$ cat src/rtl/uop_crack_pkg.sv
package uop_crack_pkg;

    parameter int unsigned REG_W = 5;
    parameter int unsigned OP_W  = 4;

    localparam logic [2:0] FORM_REG   = 3'd0;
    localparam logic [2:0] FORM_LDMOV = 3'd1;
    localparam logic [2:0] FORM_STMOV = 3'd2;
    localparam logic [2:0] FORM_RDMOD = 3'd3;
    localparam logic [2:0] FORM_RMW   = 3'd4;

    typedef logic [REG_W-1:0] rtag_t;

    typedef enum logic [2:0] {
        UK_ALU = 3'd0,
        UK_LD  = 3'd1,
        UK_ST  = 3'd2,
        UK_STA = 3'd3,
        UK_STD = 3'd4
    } ukind_e;

    typedef struct packed {
        logic [2:0]      form;
        logic [OP_W-1:0] op;
        rtag_t           dst;
        rtag_t           src;
        rtag_t           base;
    } insn_t;

    typedef struct packed {
        ukind_e          kind;
        rtag_t           dst;
        rtag_t           srca;
        rtag_t           srcb;
        logic [OP_W-1:0] op;
        logic            grp_end;
        logic            ins_end;
    } uop_t;

    // Index of the final micro-op for a form
    function automatic logic [1:0] last_step(input logic [2:0] form);
        case (form)
            FORM_RDMOD: last_step = 2'd1;
            FORM_RMW:   last_step = 2'd3;
            default:    last_step = 2'd0;
        endcase
    endfunction

    // Number of fused groups (reorder-buffer entries) for a form
    function automatic logic [1:0] group_total(input logic [2:0] form);
        group_total = (form == FORM_RMW) ? 2'd2 : 2'd1;
    endfunction

endpackage

$ cat src/rtl/uop_crack_hold.sv
module uop_crack_hold
    import uop_crack_pkg::*;
(
    input  logic  clk,
    input  logic  rst,
    input  logic  load_en,
    input  insn_t insn_in,
    output insn_t insn_q
);

    always_ff @(posedge clk) begin
        if (rst) begin
            insn_q <= '0;
        end else if (load_en) begin
            insn_q <= insn_in;
        end
    end

endmodule

$ cat src/rtl/uop_crack_seq.sv
module uop_crack_seq (
    input  logic       clk,
    input  logic       rst,
    input  logic       in_valid,
    input  logic       out_ready,
    input  logic [1:0] last_idx,
    output logic       in_ready,
    output logic       out_valid,
    output logic       load_en,
    output logic [1:0] step
);

    logic busy;
    logic fire;
    logic at_last;

    assign fire      = busy && out_ready;
    assign at_last   = (step == last_idx);
    assign in_ready  = !busy || (fire && at_last);
    assign load_en   = in_valid && in_ready;
    assign out_valid = busy;

    always_ff @(posedge clk) begin
        if (rst) begin
            busy <= 1'b0;
            step <= 2'd0;
        end else if (load_en) begin
            busy <= 1'b1;
            step <= 2'd0;
        end else if (fire) begin
            if (at_last) begin
                busy <= 1'b0;
                step <= 2'd0;
            end else begin
                step <= step + 2'd1;
            end
        end
    end

endmodule

$ cat src/rtl/uop_crack_gen.sv
module uop_crack_gen
    import uop_crack_pkg::*;
#(
    parameter rtag_t TMP_TAG = rtag_t'(31)
) (
    input  insn_t      insn,
    input  logic [1:0] step,
    output uop_t       uop
);

    always_comb begin
        uop.kind    = UK_ALU;
        uop.dst     = insn.dst;
        uop.srca    = insn.dst;
        uop.srcb    = insn.src;
        uop.op      = insn.op;
        uop.grp_end = 1'b1;
        uop.ins_end = 1'b1;
        case (insn.form)
            FORM_LDMOV: begin
                uop.kind = UK_LD;
                uop.srca = insn.base;
                uop.srcb = '0;
            end
            FORM_STMOV: begin
                uop.kind = UK_ST;
                uop.dst  = '0;
                uop.srca = insn.base;
            end
            FORM_RDMOD: begin
                if (step == 2'd0) begin
                    uop.kind    = UK_LD;
                    uop.dst     = TMP_TAG;
                    uop.srca    = insn.base;
                    uop.srcb    = '0;
                    uop.grp_end = 1'b0;
                    uop.ins_end = 1'b0;
                end else begin
                    uop.srcb = TMP_TAG;
                end
            end
            FORM_RMW: begin
                case (step)
                    2'd0: begin
                        uop.kind    = UK_LD;
                        uop.dst     = TMP_TAG;
                        uop.srca    = insn.base;
                        uop.srcb    = '0;
                        uop.grp_end = 1'b0;
                        uop.ins_end = 1'b0;
                    end
                    2'd1: begin
                        uop.dst     = TMP_TAG;
                        uop.srca    = TMP_TAG;
                        uop.ins_end = 1'b0;
                    end
                    2'd2: begin
                        uop.kind    = UK_STA;
                        uop.dst     = '0;
                        uop.srca    = insn.base;
                        uop.srcb    = '0;
                        uop.grp_end = 1'b0;
                        uop.ins_end = 1'b0;
                    end
                    default: begin
                        uop.kind = UK_STD;
                        uop.dst  = '0;
                        uop.srca = '0;
                        uop.srcb = TMP_TAG;
                    end
                endcase
            end
            default: begin
            end
        endcase
    end

endmodule

$ cat src/rtl/mem_uop_cracker.sv
module mem_uop_cracker
    import uop_crack_pkg::*;
#(
    parameter rtag_t TMP_TAG = rtag_t'(31)
) (
    input  logic             clk,
    input  logic             rst,
    input  logic             in_valid,
    output logic             in_ready,
    input  logic [2:0]       in_form,
    input  logic [OP_W-1:0]  in_op,
    input  logic [REG_W-1:0] in_dst,
    input  logic [REG_W-1:0] in_src,
    input  logic [REG_W-1:0] in_base,
    output logic             out_valid,
    input  logic             out_ready,
    output logic [2:0]       out_kind,
    output logic [REG_W-1:0] out_dst,
    output logic [REG_W-1:0] out_srca,
    output logic [REG_W-1:0] out_srcb,
    output logic [OP_W-1:0]  out_op,
    output logic             out_grp_end,
    output logic             out_ins_end,
    output logic [1:0]       out_grp_cnt
);

    insn_t      insn_d;
    insn_t      insn_q;
    uop_t       uop;
    logic       load_en;
    logic [1:0] step;

    assign insn_d = '{form: in_form, op: in_op, dst: in_dst, src: in_src, base: in_base};

    uop_crack_hold u_hold (
        .clk     (clk),
        .rst     (rst),
        .load_en (load_en),
        .insn_in (insn_d),
        .insn_q  (insn_q)
    );

    uop_crack_seq u_seq (
        .clk       (clk),
        .rst       (rst),
        .in_valid  (in_valid),
        .out_ready (out_ready),
        .last_idx  (last_step(insn_q.form)),
        .in_ready  (in_ready),
        .out_valid (out_valid),
        .load_en   (load_en),
        .step      (step)
    );

    uop_crack_gen #(.TMP_TAG(TMP_TAG)) u_gen (
        .insn (insn_q),
        .step (step),
        .uop  (uop)
    );

    assign out_kind    = uop.kind;
    assign out_dst     = uop.dst;
    assign out_srca    = uop.srca;
    assign out_srcb    = uop.srcb;
    assign out_op      = uop.op;
    assign out_grp_end = uop.grp_end;
    assign out_ins_end = uop.ins_end;
    assign out_grp_cnt = group_total(insn_q.form);

endmodule

$ cat config.mk
export PLATFORM = sky130hd
export DESIGN_NAME = mem_uop_cracker
export DESIGN_NICKNAME = d
export VERILOG_FILES = /design/src/rtl/uop_crack_pkg.sv /design/src/rtl/uop_crack_hold.sv /design/src/rtl/uop_crack_seq.sv /design/src/rtl/uop_crack_gen.sv /design/src/rtl/mem_uop_cracker.sv
export SDC_FILE = /design/constraint.sdc
export NUM_CORES = 1
export LEC_CHECK = 0
export BUFFER_PORTS_ARGS = -buffer_cell sky130_fd_sc_hd__buf_2
export CAP_MARGIN = 20
export CORE_AREA = 2 2 67 57
export CTS_CLUSTER_SIZE = 28
export DETAILED_ROUTE_END_ITERATION = 16
export DIE_AREA = 0 0 69 59
export GPL_TIMING_DRIVEN = 0
export PLACE_DENSITY = 0.78
export SLEW_MARGIN = 25
export SYNTH_ARGS = -nofsm -noshare
export SYNTH_HDL_FRONTEND = slang
export SYNTH_HIERARCHICAL = 1
export SYNTH_SLANG_ARGS = --single-unit
$ cat constraint.sdc
create_clock -name clk -period 6.32 [get_ports clk]
set_input_delay 0.316 -clock clk [delete_from_list [all_inputs] [get_ports clk]]
set_output_delay 0.316 -clock clk [all_outputs]
set_load 0.03 [all_outputs]
=== After elaboration in Yosys (flattened, before gate mapping) ===
Index checks and enable logic that the tools add are counted.
W data, S select, Z words.

* Register bits: 25
* Bits in latches: 0
* RAM bits: 0
* ROM bits: 0
* Bits of input ports: 26
* Output and inout bits: 28
* Word-level logic and storage cells: 47
* Memories: 0

* $add $sub $neg: 1
* $mul: 0
* Divide/modulo/power cells: 0
* Order comparisons: 0
* Eq/ne operators: 7
* Shifts and indexed selects: 0
* Multiplexer cells: 19
* Bitwise operators: 0
* Reduce and logical (&&, ||, !) cells: 13

{| class="wikitable"
|+ Operator list
! kind !! number
|-
| $pmux W5 S3 || 3
|-
| $pmux W10 S3 || 1
|-
| $pmux W3 S4 || 1
|-
| $mux W11 || 1
|-
| $pmux W5 S2 || 1
|-
| $pmux W3 S3 || 1
|-
| $pmux W2 S2 || 2
|-
| $eq A3 B2 Y1 const B || 2
|-
| $mux W2 || 3
|-
| $reduce_or A2 Y1 || 3
|-
| $mux W1 || 5
|-
| $mux W5 || 1
|-
| $reduce_bool A2 Y1 || 2
|-
| $eq A3 B1 Y1 const B || 1
|-
| $eq A3 B3 Y1 const B || 1
|-
| $logic_and A1 B1 Y1 || 3
|-
| $reduce_or A3 Y1 || 1
|-
| $add A2 B1 Y2 const B || 1
|-
| $eq A2 B1 Y1 const B || 1
|-
| $eq A2 B2 Y1 || 1
|-
| $eq A2 B2 Y1 const B || 1
|-
| $logic_not A2 Y1 || 1
|-
| $reduce_and A2 Y1 || 1
|-
| $logic_not A1 Y1 || 1
|-
| $logic_or A1 B1 Y1 || 1
|}

=== Logic depth before layout (Yosys ltp) ===
Gate-level depths: netlist (run 1).

* Word-level depth: 8
* Mapped depth: 9
* Depth with buffers taken out: 7

=== Hierarchy ===
Netlist (run 1), hierarchy kept.

{| class="wikitable"
|+ By module, submodules not included
! module !! instances !! cells each !! area each (sq um)
|-
| uop_crack_hold || 1 || 71 || 802.0
|-
| uop_crack_gen || 1 || 120 || 789.5
|-
| uop_crack_seq || 1 || 23 || 180.2
|-
| mem_uop_cracker || 1 || 4 || 23.8
|}

=== Worst setup path after synthesis (run 1) ===
No wires, ideal clock.

* Path kind: register -> register
* Start: reg, netlist name u_hold/insn_q[21]
* End: reg, netlist name u_hold/insn_q[0]
* Arrival time: 2.161 ns
* Slack: 4.032 ns
* Stages on the path, launching flop included: 10
* Period minus slack after synthesis: 2.288 ns
* Path through: dfxtp_1 or3b_4 inv_1 xnor2_1 nand3_1 a21boi_0 buf_6 buf_12 mux2i_1 nor2_1

* Cells in the longest elaborated chain, start to end: 6
* Elaborated cells between the ends (all ways): 7

{| class="wikitable"
|+ Ends and longest elaborated chain
! what !! line !! source
|-
| $eq A3 B3 Y1 / $eq A3 B2 Y1 (equally long branches) || uop_crack_pkg.sv:42 || <nowiki>case (form)</nowiki>
|-
| $pmux W2 S2 * || uop_crack_pkg.sv:42 ||
|-
| $eq A2 B2 Y1 * || uop_crack_seq.sv:18 || <nowiki>assign at_last = (step == last_idx);</nowiki>
|-
| $logic_and A1 B1 Y1 * || uop_crack_seq.sv:19 || <nowiki>assign in_ready = !busy || (fire && at_last);</nowiki>
|-
| $logic_or A1 B1 Y1 * || uop_crack_seq.sv:19 ||
|-
| $logic_and A1 B1 Y1 * || uop_crack_seq.sv:20 || <nowiki>assign load_en = in_valid && in_ready;</nowiki>
|-
| via load_en || mem_uop_cracker.sv:30 || <nowiki>logic load_en;</nowiki>
|}

The timed path passes the listed nets; every way through them passes the cells marked *.
A chain may end at the register's enable or synchronous reset.

=== Worst setup path after layout (run 1) ===
* Start: reg, netlist name u_hold/insn_q[21]
* End: reg, netlist name u_hold/insn_q[5]

* Cells in the longest elaborated chain, start to end: 6
* Elaborated cells between the ends (all ways): 7

{| class="wikitable"
|+ Ends and longest elaborated chain
! what !! line
|-
| $eq A3 B3 Y1 / $eq A3 B2 Y1 (equally long branches) || uop_crack_pkg.sv:42
|-
| $pmux W2 S2 * || uop_crack_pkg.sv:42
|-
| $eq A2 B2 Y1 * || uop_crack_seq.sv:18
|-
| $logic_and A1 B1 Y1 * || uop_crack_seq.sv:19
|-
| $logic_or A1 B1 Y1 * || uop_crack_seq.sv:19
|-
| $logic_and A1 B1 Y1 * || uop_crack_seq.sv:20
|-
| via load_en || mem_uop_cracker.sv:30
|}

Marked as above.

==> results of run 1 <==
==> cell families after synthesis <==
logic type / synth area share
AO/OA/AOI/OAI: 0.257
AND/OR/NAND/NOR: 0.226
XOR/XNOR: 0.00976
multiplexers: 0.123
flip-flops: 0.279
buffers and inverters: 0.105
==> critical path, delay by kind of cell (launching register included) <==
family | cells | cell delay, ps
multiplexers | 1 | 190
buffers and inverters | 2 | 310
XOR/XNOR | 1 | 200
AO/OA/AOI/OAI | 2 | 330
flip-flops | 1 | 470
AND/OR/NAND/NOR | 3 | 620
==> power by group through the flow <==
stage | clock network, mW | logic, mW | registers (mW)
3_3_place_gp | 0 | 0.156 | 0.182
3_5_place_dp | 0 | 0.157 | 0.183
4_1_cts | 0.0974 | 0.158 | 0.179
2_1_floorplan | 0 | 0.119 | 0.180
5_1_grt | 0.103 | 0.171 | 0.181
6_report | 0.0950 | 0.158 | 0.179
==> per-stage QoR <==
step	std cells	instance area (sq um)	hold WS (ps)
floorplan	218	1800	385
global placement	313	2110	480
detailed placement	313	2110	487
CTS	317	2160	276
global route	317	2160	282
finish	317	2160	279
==> cells in the final DEF (no fill, tap or decap), types with 2 or more instances in the layout <==
master,synthesis,routed
o21ai_1,2,2
nor2_1,25,25
o21ai_0,2,2
nand3_1,2,2
buf_12,2,2
dfxtp_1,25,25
a221o_1,5,5
a31oi_1,2,2
nor2b_1,2,2
clkbuf_1,5,6
mux2i_1,22,22
nor3b_1,6,6
o211ai_1,16,16
buf_6,2,2
clkbuf_8,0,3
xnor2_1,2,2
buf_4,5,5
a21o_1,5,5
inv_1,7,7
a21boi_0,6,6
o32ai_1,5,5
nand2b_1,10,10
nand3b_1,5,5
a21oi_1,18,18
nor3_1,5,5
nand2_1,7,7
buf_2,8,61
==> flip-flops by register name (all words and copies together), names as in the netlist <==
register / flops
u_hold/insn_q: 22
u_seq/step: 2
u_seq/out_valid: 1
==> cell type report <==
type,count,share of cell area
inverter,7,0.0122
multi-input combinational,163,0.512
clock buffer,4,0.0209
sequential,25,0.232
tap,42,0.0243
buffer,23,0.0754
timing repair buffer,53,0.123
==> worst max-delay path by stage <==
stage | from | end | slack (ps) | cells after the start
after CTS | u_hold/insn_q[21]$_SDFFE_PP0P_ | u_hold/insn_q[5]$_SDFFE_PP0P_ | 4040 | 9
after detailed placement | u_hold/insn_q[21]$_SDFFE_PP0P_ | u_hold/insn_q[0]$_SDFFE_PP0P_ | 4070 | 9
after global placement | u_hold/insn_q[21]$_SDFFE_PP0P_ | u_hold/insn_q[1]$_SDFFE_PP0P_ | 4090 | 9
after global routing | u_hold/insn_q[21]$_SDFFE_PP0P_ | u_hold/insn_q[20]$_SDFFE_PP0P_ | 3900 | 9
final | u_hold/insn_q[21]$_SDFFE_PP0P_ | u_hold/insn_q[5]$_SDFFE_PP0P_ | 4060 | 9
after floorplan | u_hold/insn_q[21]$_SDFFE_PP0P_ | u_hold/insn_q[0]$_SDFFE_PP0P_ | 4030 | 9
==> routing by layer <==
| metal | track usage | share of wire | vias up |
|---|---|---|---|
| met1 | 0.311 | 0.51 | 804 |
| met2 | 0.331 | 0.43 | 63 |
| met3 | 0.0374 | 0.060 | 2 |
| met4 | 0.0252 | 0.0021 | 0 |
| li1 | - | - | 903 |
| met5 | 0 | 0 | - |
==> qor.json, run 1 <==
{
  "whs_endpoint": "u_hold/insn_q[3]$_SDFFE_PP0P_",
  "path_clk_slew_ps": 80,
  "cellInternalPower_mw": 0.278,
  "worstSetupPathType": "reg -> reg",
  "setup-tns-final_ps": 0,
  "required_worst_endpoint_ps": 6460,
  "fmax_mhz": 442,
  "synth_nets": 244,
  "grt.overflow.total": 0,
  "post_cts_resize_count": 0,
  "syn_area_sq_um": 1800,
  "grt_pass1_vias": 1558,
  "global_route_wire_length_before_repair_um": 7070,
  "drive_above_1_share": 0.284,
  "drt_iter0_markers": 67,
  "drtAntennaViolNets": 0,
  "regToRegEndpoint": "u_hold/insn_q[5]$_SDFFE_PP0P_",
  "hold_path.startpoint": "in_base[3]",
  "syn_avg_cell_area_sq_um": 8.24,
  "worst-r2r-setup-slack_ps": 4060,
  "pwr_density_cell_nw_per_um2": 200,
  "grt_use_total": 0.210,
  "dp.final_hpwl_um": 3130,
  "n_antenna_cell": 0,
  "pin_count": 54,
  "die-width_um": 69,
  "drt_pass1_iterations": 5,
  "cellLeakagePower_nw": 0.951,
  "status": "complete, no violations",
  "crit_slowest_cell": "dfxtp_1",
  "cts_made_buffers": 3,
  "core_sq_um": 3330,
  "worst-slew-pin-transition_ps": 534,
  "critPathLaunchType": "flop",
  "syn_inst": 218,
  "finalClockSkew_ps": 2.06,
  "cts_htree_levels": 1,
  "flop_and_latch_count_out_of_synthesis": 25,
  "area_growth_syn_to_fin_pct": 20.2,
  "timing.slew.headroom": 0.641,
  "clk_latency_ps": 270,
  "ff_latch_area_sq_um": 500,
  "async_reset_ff_frac": 0,
  "fp.dieArea_sq_um": 4070,
  "worstPathMaxFanout": 10,
  "synth_enable_flop_cells": 0,
  "ys_top_cells_by_count": "dfxtp_1, nor2_1, mux2i_1, a21oi_1, o211ai_1",
  "cts_hold_buffers": 0,
  "core.rowCount": 19,
  "clock-sinks": 25,
  "cp.arrival_ps": 2410,
  "final_max_slew_viol_count": 0,
  "hold_violations": 0,
  "min_path_type": "in -> reg",
  "yosys-top-cells-area": "dfxtp_1, mux2i_1, o211ai_1",
  "die_y_um": 59,
  "vdd_ir_drop_max_v": 0.000162,
  "fin_crit_sh": 0.358,
  "grt_setup_unrepaired": "false",
  "postCtsSetupRepairBufs": 0,
  "worst_setup_slack_final_ps": 4060,
  "grt_antenna_before_repair": 0,
  "r2r_start": "u_hold/insn_q[21]$_SDFFE_PP0P_",
  "place.port_buffers": 53,
  "globalplace.congestion": 0.860,
  "floorplan.initialDensity": 0.539,
  "rr_worst_depth": 9,
  "pwr-share-comb": 0.365,
  "timing.hold.worst_path_depth": 3,
  "synth_largest_type_area_fraction": 0.279,
  "utilization": 0.648,
  "synth_top_cell_by_area": "dfxtp_1",
  "grt_start_max_net_pins": 14,
  "wl_um": 4190,
  "yosysSeqAreaShare": 0.279,
  "crit_path_end_kind": "flop",
  "cp_cell_sequence": "or3b_4 -> o21ai_1 -> xnor2_1 -> nand3_1 -> a21boi_0 -> buf_6 -> buf_12 -> mux2i_1 -> nor2_1",
  "nets_final": 302,
  "maxCapViolCount": 0,
  "synth_top_flop_cell": "dfxtp_1",
  "power_mw": 0.432,
  "p_sw_mw": 0.154,
  "cts_buffer_depth": 2,
  "power.switching_fraction": 0.356,
  "detail_route.wl_per_cell_um": 13.2,
  "power.clock.fraction": 0.220,
  "vias": 1772,
  "cp_slowest_stage_delay_ps": 470,
  "fin_crit_ps": 2260,
  "post-place-ws_ps": 4070,
  "tritoncts": "built",
  "clock-root-buffer": "clkbuf_8",
  "setup_viol": 0,
  "ys.warnings.count": 6,
  "vias_per_cell": 5.59,
  "netlist-cell-type-count": 43,
  "multi_input_comb_area_sq_um": 1110,
  "drcViolationCount": 0,
  "fill_cells": 324,
  "seq_power_share": 0.415
}
Note: power is estimated with default switching activity, not from simulation.
==> inputs of run 2 (changes only) <==
--- a/config.mk
+++ b/config.mk
@@ -7,12 +7,12 @@
 export LEC_CHECK = 0
 export BUFFER_PORTS_ARGS = -buffer_cell sky130_fd_sc_hd__buf_2
 export CAP_MARGIN = 20
-export CORE_AREA = 2 2 67 57
+export CORE_AREA = 2 2 70 59
 export CTS_CLUSTER_SIZE = 28
 export DETAILED_ROUTE_END_ITERATION = 16
-export DIE_AREA = 0 0 69 59
+export DIE_AREA = 0 0 72 61
 export GPL_TIMING_DRIVEN = 0
-export PLACE_DENSITY = 0.78
+export PLACE_DENSITY = 0.72
 export SLEW_MARGIN = 25
 export SYNTH_ARGS = -nofsm -noshare
 export SYNTH_HDL_FRONTEND = slang
==> constraint.sdc (replaced) <==
create_clock -name clk -period 2.3 [get_ports clk]
set_input_delay 0.115 -clock clk [delete_from_list [all_inputs] [get_ports clk]]
set_output_delay 0.115 -clock clk [all_outputs]
set_load 0.03 [all_outputs]
==> run 2 against run 1 <==
Cell area is 0.75% higher. Utilization decreased by 5.7 points. Non-clock buffer count unchanged.
==> qor.json, run 2 (synthesis gave the netlist of run 1 again) <==
{
  "cts_htree_levels": {"value": 1, "change": "unchanged"},
  "area_growth_syn_to_fin_pct": 21.1,
  "status": "complete, no violations",
  "dp.final_hpwl": {"value": 3220, "unit": "um", "change": "+2.8%"},
  "dpl_cell_area": {"value": 2120, "unit": "sq um", "change": "+0.12%"},
  "cp_cell_sequence": "or3b_4 -> o21ai_1 -> xnor2_2 -> nand3_1 -> a21boi_2 -> buf_6 -> buf_12 -> mux2i_1 -> nor2_1",
  "stdcell_count": {"value": 319, "change": "+0.63%"},
  "pwr_density_cell": {"value": 548, "unit": "nW/um^2", "change": "+170%"},
  "die_y": {"value": 61, "unit": "um", "change": "+3.4%"},
  "maxCapViolCount": {"value": 0, "change": "unchanged"},
  "ff_latch_area": {"value": 503, "unit": "sq um", "change": "+0.50%"},
  "fmax": {"value": 462, "unit": "MHz", "change": "+4.7%"},
  "worst-slew-pin-transition": {"value": 519, "unit": "ps", "change": "-15.1 ps"},
  "fin_crit_sh": {"value": 0.940, "change": "+0.582"},
  "critPathLaunchType": "flop",
  "worst-r2r-setup-slack": {"value": 140, "unit": "ps", "change": "-3920 ps"},
  "drtAntennaViolNets": {"value": 0, "change": "unchanged"},
  "wl": {"value": 4370, "unit": "um", "change": "+4.2%"},
  "drive_above_1_share": {"value": 0.298, "change": "+0.0145"},
  "worstSetupPathType": "reg -> reg",
  "finalClockSkew": {"value": 2.69, "unit": "ps", "change": "+0.635 ps"},
  "cellLeakagePower": {"value": 0.955, "unit": "nW", "change": "+0.39%"},
  "drt_iter0_markers": {"value": 53, "change": "-21%"},
  "min_path_type": "in -> reg",
  "cts_buffer_depth": {"value": 2, "change": "unchanged"},
  "cts_hold_buffers": {"value": 0, "change": "unchanged"},
  "core": {"value": 3680, "unit": "sq um", "change": "+11%"},
  "fill_cells": {"value": 357, "change": "+10%"},
  "grt_antenna_before_repair": {"value": 0, "change": "unchanged"},
  "hold_violations": {"value": 0, "change": "unchanged"},
  "cp.buffers_inverters": {"value": 2, "change": "unchanged"},
  "placedCellCount": {"value": 315, "change": "+0.64%"},
  "n_antenna_cell": {"value": 0, "change": "unchanged"},
  "layout_commonest_cell": "buf_2",
  "utilization": {"value": 0.591, "change": "-0.0573"},
  "pin_count": {"value": 54, "change": "unchanged"},
  "crit_path_end_kind": "flop",
  "critPathTopFamily": "simple AND/OR/NAND/NOR gates",
  "postCtsSetupRepairBufs": {"value": 0, "change": "unchanged"},
  "final_max_slew_viol_count": {"value": 0, "change": "unchanged"},
  "grt_start_max_net_pins": {"value": 14, "change": "unchanged"},
  "grt_use_total": {"value": 0.210, "change": "-0.000311"},
  "finalInstanceArea": {"value": 2170, "unit": "sq um", "change": "+0.75%"},
  "grt.overflow.total": {"value": 0, "change": "unchanged"},
  "drcViolationCount": {"value": 0, "change": "unchanged"},
  "detail_route.wl_per_cell": {"value": 13.7, "unit": "um", "change": "+3.6%"},
  "vias": {"value": 1761, "change": "-0.62%"},
  "vdd_ir_drop_max": {"value": 0.000365, "unit": "V", "change": "+120%"},
  "worstPathMaxFanout": {"value": 10, "change": "unchanged"},
  "multi_input_comb_area": {"value": 1120, "unit": "sq um", "change": "+1.0%"},
  "timing.slew.headroom": {"value": 0.651, "change": "+0.0101"},
  "cts_made_buffers": {"value": 3, "change": "unchanged"},
  "crit_slowest_cell": "dfxtp_2",
  "nets_final": {"value": 302, "change": "unchanged"},
  "largest-register": "u_hold/insn_q",
  "place.port_buffers": {"value": 53, "change": "unchanged"},
  "required_worst_endpoint": {"value": 2450, "unit": "ps", "change": "-4010 ps"},
  "cp_slowest_stage_delay": {"value": 410, "unit": "ps", "change": "-60 ps"},
  "fin_crit": {"value": 2160, "unit": "ps", "change": "-102 ps"},
  "floorplan.initialDensity": {"value": 0.488, "change": "-0.0514"},
  "die-width": {"value": 72, "unit": "um", "change": "+4.3%"},
  "fp.dieArea": {"value": 4390, "unit": "sq um", "change": "+7.9%"},
  "grt_pass1_vias": {"value": 1526, "change": "-2.1%"},
  "clk_latency": {"value": 270, "unit": "ps", "change": "about the same"},
  "path_clk_slew": {"value": 80, "unit": "ps", "change": "about the same"},
  "globalplace.congestion": {"value": 0.895, "change": "+4.2%"},
  "tritoncts": "built",
  "setup_viol": {"value": 0, "change": "unchanged"},
  "drt_pass1_iterations": {"value": 4, "change": "-1"},
  "post_cts_resize_count": {"value": 0, "change": "unchanged"},
  "clock-sinks": {"value": 25, "change": "unchanged"},
  "clock-root-buffer": "clkbuf_8",
  "core.rowCount": {"value": 20, "change": "+1"},
  "vias_per_cell": {"value": 5.52, "change": "-1.2%"},
  "largest_register_ff_count": {"value": 22, "change": "unchanged"},
  "mostFrequentLayoutCells": "buf_2, nor2_1, dfxtp_1, mux2i_1, a21oi_1",
  "global_route_wire_length_before_repair": {"value": 7130, "unit": "um", "change": "+0.88%"},
  "cp.arrival": {"value": 2310, "unit": "ps", "change": "-100 ps"}
}
-- run 2: cell counts in the layout (fill, tap and decap cells not counted) --
Identical to the previous run, type by type.
-- run 2: path summary, 6_finish.rpt --
path,cells after the start,from,endpoint
max,9,u_hold/insn_q[21]$_SDFFE_PP0P_,u_hold/insn_q[5]$_SDFFE_PP0P_
min,3,in_dst[3],u_hold/insn_q[13]$_SDFFE_PP0P_
max reg2reg,9,u_hold/insn_q[21]$_SDFFE_PP0P_,u_hold/insn_q[5]$_SDFFE_PP0P_
min reg2reg,2,u_hold/insn_q[18]$_SDFFE_PP0P_,u_hold/insn_q[18]$_SDFFE_PP0P_
-- run 2: area by class of cell --
type | instances | share of cell area
timing repair buffer | 53 | 0.122
multi-input combinational | 163 | 0.514
tap | 44 | 0.0253
sequential | 25 | 0.231
inverter | 7 | 0.0121
clock buffer | 4 | 0.0207
buffer | 23 | 0.0748
-- run 2: through the flow --
| stage | worst slack [ps] | setup TNS (ps) | hold WS [ps] | power (mW) |
|---|---|---|---|---|
| 3_5_place_dp | 41.2 | 0 | 356 | 0.935 |
| 3_3_place_gp | 60.4 | 0 | 346 | 0.930 |
| 2_1_floorplan | 11.9 | 0 | 184 | 0.823 |
| 6_report | 138 | 0 | 75.3 | 1.19 |
| 5_1_grt | -23.1 | -77.1 | 71.7 | 1.27 |
| 4_1_cts | 14.6 | 0 | 70.1 | 1.20 |
-- run 2: report_power, final --
group	leakage, nW	internal, mW	total [mW]	switching (mW)
logic	0.726	0.182	0.438	0.257
clock network	0.0228	0.124	0.261	0.137
registers	0.207	0.461	0.493	0.0317
-- run 2: worst register-to-register path, stage by stage, from the launching register on --
cell and delay, ps:
dfxtp_2 410, or3b_4 410, o21ai_1 160, xnor2_2 180
nand3_1 170, a21boi_2 180, buf_6 150, buf_12 140
mux2i_1 200, nor2_1 50
-- run 2: layer usage --
layer  track usage  wire (um)
met2         0.319       1850
met4        0.0593         38
met5             0          0
met3        0.0432        237
met1         0.302       2240
